### src/rtl/fcmd_pkg.sv
package fcmd_pkg;
  localparam int SEL_W = 3;

  localparam logic [SEL_W-1:0] SEL_CTRL   = 3'd0;
  localparam logic [SEL_W-1:0] SEL_MODE   = 3'd1;
  localparam logic [SEL_W-1:0] SEL_ADRH   = 3'd2;
  localparam logic [SEL_W-1:0] SEL_ADRL   = 3'd3;
  localparam logic [SEL_W-1:0] SEL_DATA   = 3'd4;
  localparam logic [SEL_W-1:0] SEL_CMD    = 3'd5;
  localparam logic [SEL_W-1:0] SEL_STATUS = 3'd6;

  localparam logic [7:0] MODE_STBY  = 8'h00;
  localparam logic [7:0] MODE_READ  = 8'h01;
  localparam logic [7:0] MODE_PROG  = 8'h02;
  localparam logic [7:0] MODE_ERASE = 8'h03;

  localparam logic [7:0] KEY_FIRST  = 8'h46;
  localparam logic [7:0] KEY_SECOND = 8'hB9;

  typedef enum logic [1:0] {OP_NONE, OP_READ, OP_PROG, OP_ERASE} fcmdOp_t;

  typedef struct packed {
    logic doRead;
    logic doProg;
    logic doErase;
  } fcmdStrobe_t;
endpackage

### src/rtl/fcmd_ctrl_fsm.sv
module fcmd_ctrl_fsm
  import fcmd_pkg::*;
#(
  parameter int RD_LAT = 3,
  parameter int PG_LAT = 7,
  parameter int ER_LAT = 12
) (
  input  logic        clk,
  input  logic        rstN,
  input  logic        cmdWe,
  input  logic [7:0]  cmdData,
  input  logic        enable,
  input  logic [7:0]  mode,
  output fcmdStrobe_t strobe,
  output logic        busy
);
  localparam int MAX_PE  = (ER_LAT > PG_LAT) ? ER_LAT : PG_LAT;
  localparam int MAX_LAT = (MAX_PE > RD_LAT) ? MAX_PE : RD_LAT;
  localparam int CNT_W   = $clog2(MAX_LAT + 1);

  fcmdOp_t          opState;
  fcmdOp_t          reqOp;
  logic [CNT_W-1:0] cnt;
  logic [CNT_W-1:0] loadVal;
  logic             keyArmed;
  logic             keyDone;
  logic             launch;
  logic             lastCycle;

  // Decode the requested operation and its stall length
  always_comb begin
    reqOp   = OP_NONE;
    loadVal = '0;
    case (mode)
      MODE_READ:  begin reqOp = OP_READ;  loadVal = CNT_W'(RD_LAT - 1); end
      MODE_PROG:  begin reqOp = OP_PROG;  loadVal = CNT_W'(PG_LAT - 1); end
      MODE_ERASE: begin reqOp = OP_ERASE; loadVal = CNT_W'(ER_LAT - 1); end
      default:    begin reqOp = OP_NONE;  loadVal = '0; end
    endcase
  end

  assign keyDone   = cmdWe && keyArmed && (cmdData == KEY_SECOND);
  assign launch    = keyDone && enable && (reqOp != OP_NONE);
  assign busy      = (opState != OP_NONE);
  assign lastCycle = busy && (cnt == '0);

  // Key detector: armed only by a first-key write; any command write re-evaluates
  always_ff @(posedge clk) begin
    if (!rstN) begin
      keyArmed <= 1'b0;
    end else if (cmdWe) begin
      keyArmed <= !keyArmed && (cmdData == KEY_FIRST);
    end
  end

  // Operation sequencer
  always_ff @(posedge clk) begin
    if (!rstN) begin
      opState <= OP_NONE;
      cnt     <= '0;
    end else if (launch) begin
      opState <= reqOp;
      cnt     <= loadVal;
    end else if (lastCycle) begin
      opState <= OP_NONE;
    end else if (busy) begin
      cnt <= cnt - 1'b1;
    end
  end

  always_comb begin
    strobe         = '0;
    strobe.doRead  = lastCycle && (opState == OP_READ);
    strobe.doProg  = lastCycle && (opState == OP_PROG);
    strobe.doErase = lastCycle && (opState == OP_ERASE);
  end

  // a completed key with the controller disabled must not start anything
  p_no_launch_disabled_r6: assert property (@(posedge clk) disable iff (!rstN)
    (keyDone && !enable) |=> !busy);

  // a wrong command value never leaves the detector armed
  p_bad_key_clears_r3: assert property (@(posedge clk) disable iff (!rstN)
    (cmdWe && cmdData != KEY_FIRST) |=> !keyArmed);

  // while counting, the running operation does not change
  p_busy_hold_r4: assert property (@(posedge clk) disable iff (!rstN)
    (busy && cnt != '0) |=> (busy && $stable(opState)));
endmodule

### src/rtl/fcmd_datapath.sv
module fcmd_datapath
  import fcmd_pkg::*;
#(
  parameter int          MEM_AW = 8,
  parameter int          PAGE_W = 4,
  parameter logic [15:0] WR_LO  = 16'h0040,
  parameter logic [15:0] WR_HI  = 16'h00BF
) (
  input  logic             clk,
  input  logic             rstN,
  input  logic             sfrWe,
  input  logic [SEL_W-1:0] sfrSel,
  input  logic [7:0]       sfrWdata,
  input  logic             busy,
  input  fcmdStrobe_t      strobe,
  output logic [7:0]       sfrRdata,
  output logic             cmdWe,
  output logic [7:0]       cmdData,
  output logic             enable,
  output logic [7:0]       mode,
  output logic             failFlag
);
  localparam int          DEPTH     = 1 << MEM_AW;
  localparam logic [15:0] PAGE_MASK = 16'((1 << PAGE_W) - 1);

  logic [7:0] ctrlReg, modeReg, adrHi, adrLo, dataReg;
  logic       failReg;
  logic [7:0] mem [DEPTH];

  logic [15:0]       addr16;
  logic [MEM_AW-1:0] memIdx;
  logic [15:0]       pageBase, pageEnd;
  logic              progOk, eraseOk;
  logic              wrEn, failClr;

  assign addr16   = {adrHi, adrLo};
  assign memIdx   = addr16[MEM_AW-1:0];
  assign pageBase = addr16 & ~PAGE_MASK;
  assign pageEnd  = addr16 | PAGE_MASK;
  assign progOk   = (addr16 >= WR_LO) && (addr16 <= WR_HI);
  assign eraseOk  = (pageBase >= WR_LO) && (pageEnd <= WR_HI);

  assign wrEn    = sfrWe && !busy;
  assign cmdWe   = wrEn && (sfrSel == SEL_CMD);
  assign cmdData = sfrWdata;
  assign failClr = wrEn && (sfrSel == SEL_STATUS) && sfrWdata[0];
  assign enable  = ctrlReg[7];
  assign mode    = modeReg;
  assign failFlag = failReg;

  // Software-visible registers
  always_ff @(posedge clk) begin
    if (!rstN) begin
      ctrlReg <= '0;
      modeReg <= '0;
      adrHi   <= '0;
      adrLo   <= '0;
    end else if (wrEn) begin
      case (sfrSel)
        SEL_CTRL: ctrlReg <= sfrWdata;
        SEL_MODE: modeReg <= sfrWdata;
        SEL_ADRH: adrHi   <= sfrWdata;
        SEL_ADRL: adrLo   <= sfrWdata;
        default:  ;
      endcase
    end
  end

  always_ff @(posedge clk) begin
    if (!rstN) begin
      dataReg <= '0;
    end else if (strobe.doRead) begin
      dataReg <= mem[memIdx];
    end else if (wrEn && sfrSel == SEL_DATA) begin
      dataReg <= sfrWdata;
    end
  end

  always_ff @(posedge clk) begin
    if (!rstN) begin
      failReg <= 1'b0;
    end else if ((strobe.doProg && !progOk) || (strobe.doErase && !eraseOk)) begin
      failReg <= 1'b1;
    end else if (failClr) begin
      failReg <= 1'b0;
    end
  end

  // Behavioural byte store: reset pattern, byte program, page erase
  always_ff @(posedge clk) begin
    for (int i = 0; i < DEPTH; i++) begin
      if (!rstN) begin
        mem[i] <= 8'(i) ^ 8'h5A;
      end else if (strobe.doErase && eraseOk &&
                   ((MEM_AW'(i) >> PAGE_W) == (memIdx >> PAGE_W))) begin
        mem[i] <= 8'hFF;
      end else if (strobe.doProg && progOk && (MEM_AW'(i) == memIdx)) begin
        mem[i] <= dataReg;
      end
    end
  end

  always_comb begin
    case (sfrSel)
      SEL_CTRL:   sfrRdata = ctrlReg;
      SEL_MODE:   sfrRdata = modeReg;
      SEL_ADRH:   sfrRdata = adrHi;
      SEL_ADRL:   sfrRdata = adrLo;
      SEL_DATA:   sfrRdata = dataReg;
      SEL_STATUS: sfrRdata = {6'b0, busy, failReg};
      default:    sfrRdata = 8'h00;
    endcase
  end

  // the sequencer finishes at most one operation per cycle
  p_one_strobe_r4: assert property (@(posedge clk) disable iff (!rstN)
    $onehot0({strobe.doRead, strobe.doProg, strobe.doErase}));

  // an out-of-window program raises the fail flag
  p_fail_on_reject_r9: assert property (@(posedge clk) disable iff (!rstN)
    (strobe.doProg && !progOk) |=> failFlag);

  // the fail flag only drops through a status clear
  p_fail_sticky_r9: assert property (@(posedge clk) disable iff (!rstN)
    (failFlag && !failClr) |=> failFlag);

  // operands are frozen while an operation runs
  p_frozen_busy_r10: assert property (@(posedge clk) disable iff (!rstN)
    busy |=> ($stable(adrHi) && $stable(adrLo) && $stable(modeReg)));
endmodule

### src/rtl/fcmd_ctrl.sv
module fcmd_ctrl
  import fcmd_pkg::*;
#(
  parameter int          RD_LAT = 3,
  parameter int          PG_LAT = 7,
  parameter int          ER_LAT = 12,
  parameter int          MEM_AW = 8,
  parameter int          PAGE_W = 4,
  parameter logic [15:0] WR_LO  = 16'h0040,
  parameter logic [15:0] WR_HI  = 16'h00BF
) (
  input  logic       clk,
  input  logic       rstN,
  input  logic       sfrWe,
  input  logic [2:0] sfrSel,
  input  logic [7:0] sfrWdata,
  output logic [7:0] sfrRdata,
  output logic       cpuStall,
  output logic       failFlag
);
  fcmdStrobe_t strobe;
  logic        busy;
  logic        cmdWe;
  logic [7:0]  cmdData;
  logic        enable;
  logic [7:0]  mode;

  fcmd_ctrl_fsm #(
    .RD_LAT(RD_LAT), .PG_LAT(PG_LAT), .ER_LAT(ER_LAT)
  ) u_fsm (
    .clk(clk), .rstN(rstN), .cmdWe(cmdWe), .cmdData(cmdData),
    .enable(enable), .mode(mode), .strobe(strobe), .busy(busy)
  );

  fcmd_datapath #(
    .MEM_AW(MEM_AW), .PAGE_W(PAGE_W), .WR_LO(WR_LO), .WR_HI(WR_HI)
  ) u_dp (
    .clk(clk), .rstN(rstN), .sfrWe(sfrWe), .sfrSel(sfrSel),
    .sfrWdata(sfrWdata), .busy(busy), .strobe(strobe),
    .sfrRdata(sfrRdata), .cmdWe(cmdWe), .cmdData(cmdData),
    .enable(enable), .mode(mode), .failFlag(failFlag)
  );

  assign cpuStall = busy;

  // the stall can only start right after a second-key command write
  p_stall_after_key_r4: assert property (@(posedge clk) disable iff (!rstN)
    $rose(cpuStall) |-> $past(sfrWe && sfrSel == SEL_CMD && sfrWdata == KEY_SECOND));
endmodule

### config.mk
export PLATFORM = sky130hd
export DESIGN_NAME = fcmd_ctrl
export DESIGN_NICKNAME = d
export VERILOG_FILES = /design/src/rtl/fcmd_pkg.sv /design/src/rtl/fcmd_ctrl_fsm.sv /design/src/rtl/fcmd_datapath.sv /design/src/rtl/fcmd_ctrl.sv
export SDC_FILE = /design/constraint.sdc
export NUM_CORES = 2
export LEC_CHECK = 0
export ABC_AREA = 1
export BUFFER_PORTS_ARGS = -buffer_cell sky130_fd_sc_hd__clkbuf_2
export CAP_MARGIN = 20
export CORE_UTILIZATION = 45
export CTS_CLUSTER_SIZE = 20
export DETAILED_ROUTE_END_ITERATION = 8
export PLACE_DENSITY = 0.66
export SKIP_CTS_REPAIR_TIMING = 1
export SYNTH_ARGS = -nofsm -noshare
export SYNTH_HDL_FRONTEND = slang
export SYNTH_SLANG_ARGS = --single-unit
### constraint.sdc
create_clock -name clk -period 4.5 [get_ports clk]
set_input_delay 0.45 -clock clk [delete_from_list [all_inputs] [get_ports clk]]
set_output_delay 0.45 -clock clk [all_outputs]
set_load 0.02 [all_outputs]
==> flow_metrics.tcl <==
set metrics [dict create \
    areaGrowthSynthToFinish_pct 14.89 \
    route.vias.total 66060 \
    rsz0062_at_grt "false" \
    layout-drive-gt1-share_pct 5.983 \
    crit_fanout 14 \
    ant_nets 0 \
    fin_skew_ns 0.04763 \
    finalSetupTns_ns 0 \
    worstPathArrival_ns 4.13 \
    cp-end-kind "flop" \
    clk_path_buf_depth 3 \
    status "complete, but fails checks" \
    antenna_found_initial 5 \
    synth_common_cells "nand2_1, edfxtp_1, nand3_1, o21ai_0, clkbuf_1" \
    wl_um 236900 \
    hpwl_um 143100 \
    clkTransAtPathRegs_ns 0.07 \
    htreeDepth 4 \
    syn_area_um2 91730 \
    holdWs_ns -0.001911 \
    grt_max_degree 176 \
    seqCellArea_um2 62640 \
    slew_headroom_pct 21.33 \
    ys_ff_latch 2104 \
    syn_inst 8794 \
    finalHoldViolations 1 \
    synth_ff_type "edfxtp_1" \
    start_util_pct 45.34 \
    yosysSeqAreaShare_pct 68.26 \
    syn_area_per_cell_um2 10.43 \
    yosysTopAreaCell "edfxtp_1" \
    synth_edf_count 2048 \
    clock-sinks 2104 \
    yosysMostFrequentCell "nand2_1" \
    grt_overflow 0 \
    clk_latency_ns 0.86 \
    multi_input_area_um2 29000 \
    die_x_um 453.5 \
    period_share_pct 81.14 \
    coreArea_um2 202300 \
    slew_violations 0 \
    tightest_slew_ns 1.179 \
    grt_pass1_wl_um 363500 \
    critical-path-max-stage-delay_ns 1.03 \
    vdd_drop_max_mv 0.3954 \
    startpoint_type "flop" \
    cts_tree "built" \
    p_leak_nw 38.49 \
    max-cap-violations 0 \
    io_buffer_count 23 \
    clockRootBuffer "clkbuf_16" \
    cp.required_ns 4.98 \
    grt.total_usage_pct 22.83 \
    routedWlPerCell_um 19.05 \
    cts_buffers 215 \
    die_h_um 453.5 \
    synth_top_area_share_pct 67.04 \
    worst-path-buf-inv 1 \
    place.gp.congestion 0.8850 \
    path_cells "nor4_1, nand3_1, nor4_4, nand2_1, nor2_1, inv_1, o21ai_0" \
    ys_types 30 \
    fmaxAchievable_ghz 0.2739 \
    violations "hold timing" \
    drc 0 \
    final-setup-viol-count 0 \
    worst_hold_path_type "input pin to flop" \
    ioPinCount 24 \
    slowest_stage "o21ai_0" \
    drt-initial-drc-count 7150 \
    crit_type "flop to flop" \
    critPathTopFamily "simple AND/OR/NAND/NOR gates" \
    ys_async_sr_fraction_pct 0 \
    ys_warn_count 0 \
    drt-pass1-iter-count 6 \
    routed_via_density 5.312 \
    fillers 17850 \
    die_area_um2 205700 \
    power_density_nw_per_um2 405.8 \
    min_period_ns 3.651 \
    nNetsFinal 9600 \
    rows 165 \
    synth_top_cells_by_area "edfxtp_1, nand3_1, nand2_1" \
    grt_pass1_vias 63510 \
    finalPower_mw 42.77 \
]
## worst paths after layout
| check | from | cells past startpoint | slack [ns] | endpoint |
|---|---|---|---|---|
| max | u_dp.adrHi[0] | 7 | 0.85 | u_dp.mem[122][3] |
| min | sfrWdata[0] | 4 | -0.002 | u_dp.failFlag |
| max reg2reg | u_dp.adrHi[0] | 7 | 0.85 | u_dp.mem[122][3] |
| min reg2reg | u_fsm.keyArmed | 2 | 0.48 | u_fsm.keyArmed |
## metal layers
metal	vias up	routed length, µm	track usage, %
met5	-	0	0
met4	0	9383	9.475
met3	509	20060	3.536
met2	2786	112200	37.17
met1	31520	95300	30.48
li1	31240	-	-
## area by class of cell
type / count / area share [%]
repair buffers: 243 / 2.126
multi-input cells: 6683 / 27.52
flip-flops and latches: 2104 / 59.43
clock buffers: 282 / 5.442
clock inverters: 112 / 1.059
inverters: 337 / 1.245
diodes: 2 / 0.004749
well taps: 2672 / 3.172
## cell families after synthesis
kind of cell / count (synthesis) / share of synthesized area, %
XOR/XNOR: 3 / 0.02865
buffers and inverters: 1029 / 4.332
AND/OR/NAND/NOR: 4926 / 23.30
multiplexers: 1 / 0.01227
adder cells (fa/ha/maj): 2 / 0.02728
flip-flops: 2104 / 68.26
AO/OA/AOI/OAI: 727 / 4.032
other: 2 / 0.008187
## cell usage in the layout (no fill, tap or decap), types with 3 or more instances in the layout
master / Yosys / layout
inv_6: 0 / 3
o21ai_0: 655 / 655
buf_2: 38 / 7
clkinv_8: 0 / 4
inv_16: 0 / 5
buf_4: 3 / 171
clkinvlp_4: 0 / 3
buf_12: 0 / 35
clkinv_2: 0 / 29
nor3_1: 106 / 106
clkbuf_4: 0 / 3
inv_4: 0 / 8
clkbuf_8: 0 / 5
o2111ai_1: 8 / 8
clkbuf_16: 0 / 218
nor4_1: 7 / 5
nor2_2: 6 / 6
inv_8: 0 / 4
dfxtp_1: 56 / 50
dfxtp_4: 0 / 5
nor2_1: 51 / 51
nor3_2: 20 / 20
nand3_1: 2039 / 2036
conb_1: 2 / 1024
nand2_1: 2694 / 2694
clkbuf_1: 560 / 60
a22oi_1: 8 / 8
xor2_1: 3 / 3
clkbuf_2: 0 / 22
inv_2: 9 / 5
inv_1: 327 / 319
a21oi_1: 52 / 52
nand3_2: 0 / 3
clkinv_1: 1 / 50
edfxtp_1: 2048 / 2048
bufinv_16: 0 / 18
## tightest hold or removal path, cell delays in order
cell and delay [ns]:
clkbuf_2 0.11, nand2_1 0.06, o21ai_0 0.06, a21oi_1 0.13
## per-stage QoR
stage	area, µm²	util [%]	worst slack (ns)	hold slack (ns)	cells
floorplan	95570	-	1.855	0.4406	9816
global route	105400	52.09	0.7612	0.003757	12430
CTS	105300	52.03	0.8449	-0.06589	12420
global placement	98400	48.64	1.067	0.4625	12020
finish	105400	52.09	0.8486	-0.001911	12440
detailed placement	98410	48.64	0.8691	0.4726	12030
## power by group
part | leakage (nW) | switching (mW) | internal (mW)
Clock | 3.33 | 7.50 | 9.99
Sequential | 19.1 | 0.268 | 22.5
Combinational | 16.1 | 1.86 | 0.647
## sequential cells by signal, summed over array words and instances (netlist names), named ones only
| name | cells |
|---|---|
| u_fsm.opState | 2 |
| u_dp.adrHi | 8 |
| u_dp.mode | 8 |
| u_fsm.keyArmed | 1 |
| u_fsm.cnt | 4 |
| u_dp.mem | 2048 |
| u_dp.failFlag | 1 |
| u_dp.dataReg | 8 |
| u_dp.adrLo | 8 |
| u_dp.ctrlReg | 8 |
No activity file was read; power rests on OpenSTA's default activity.
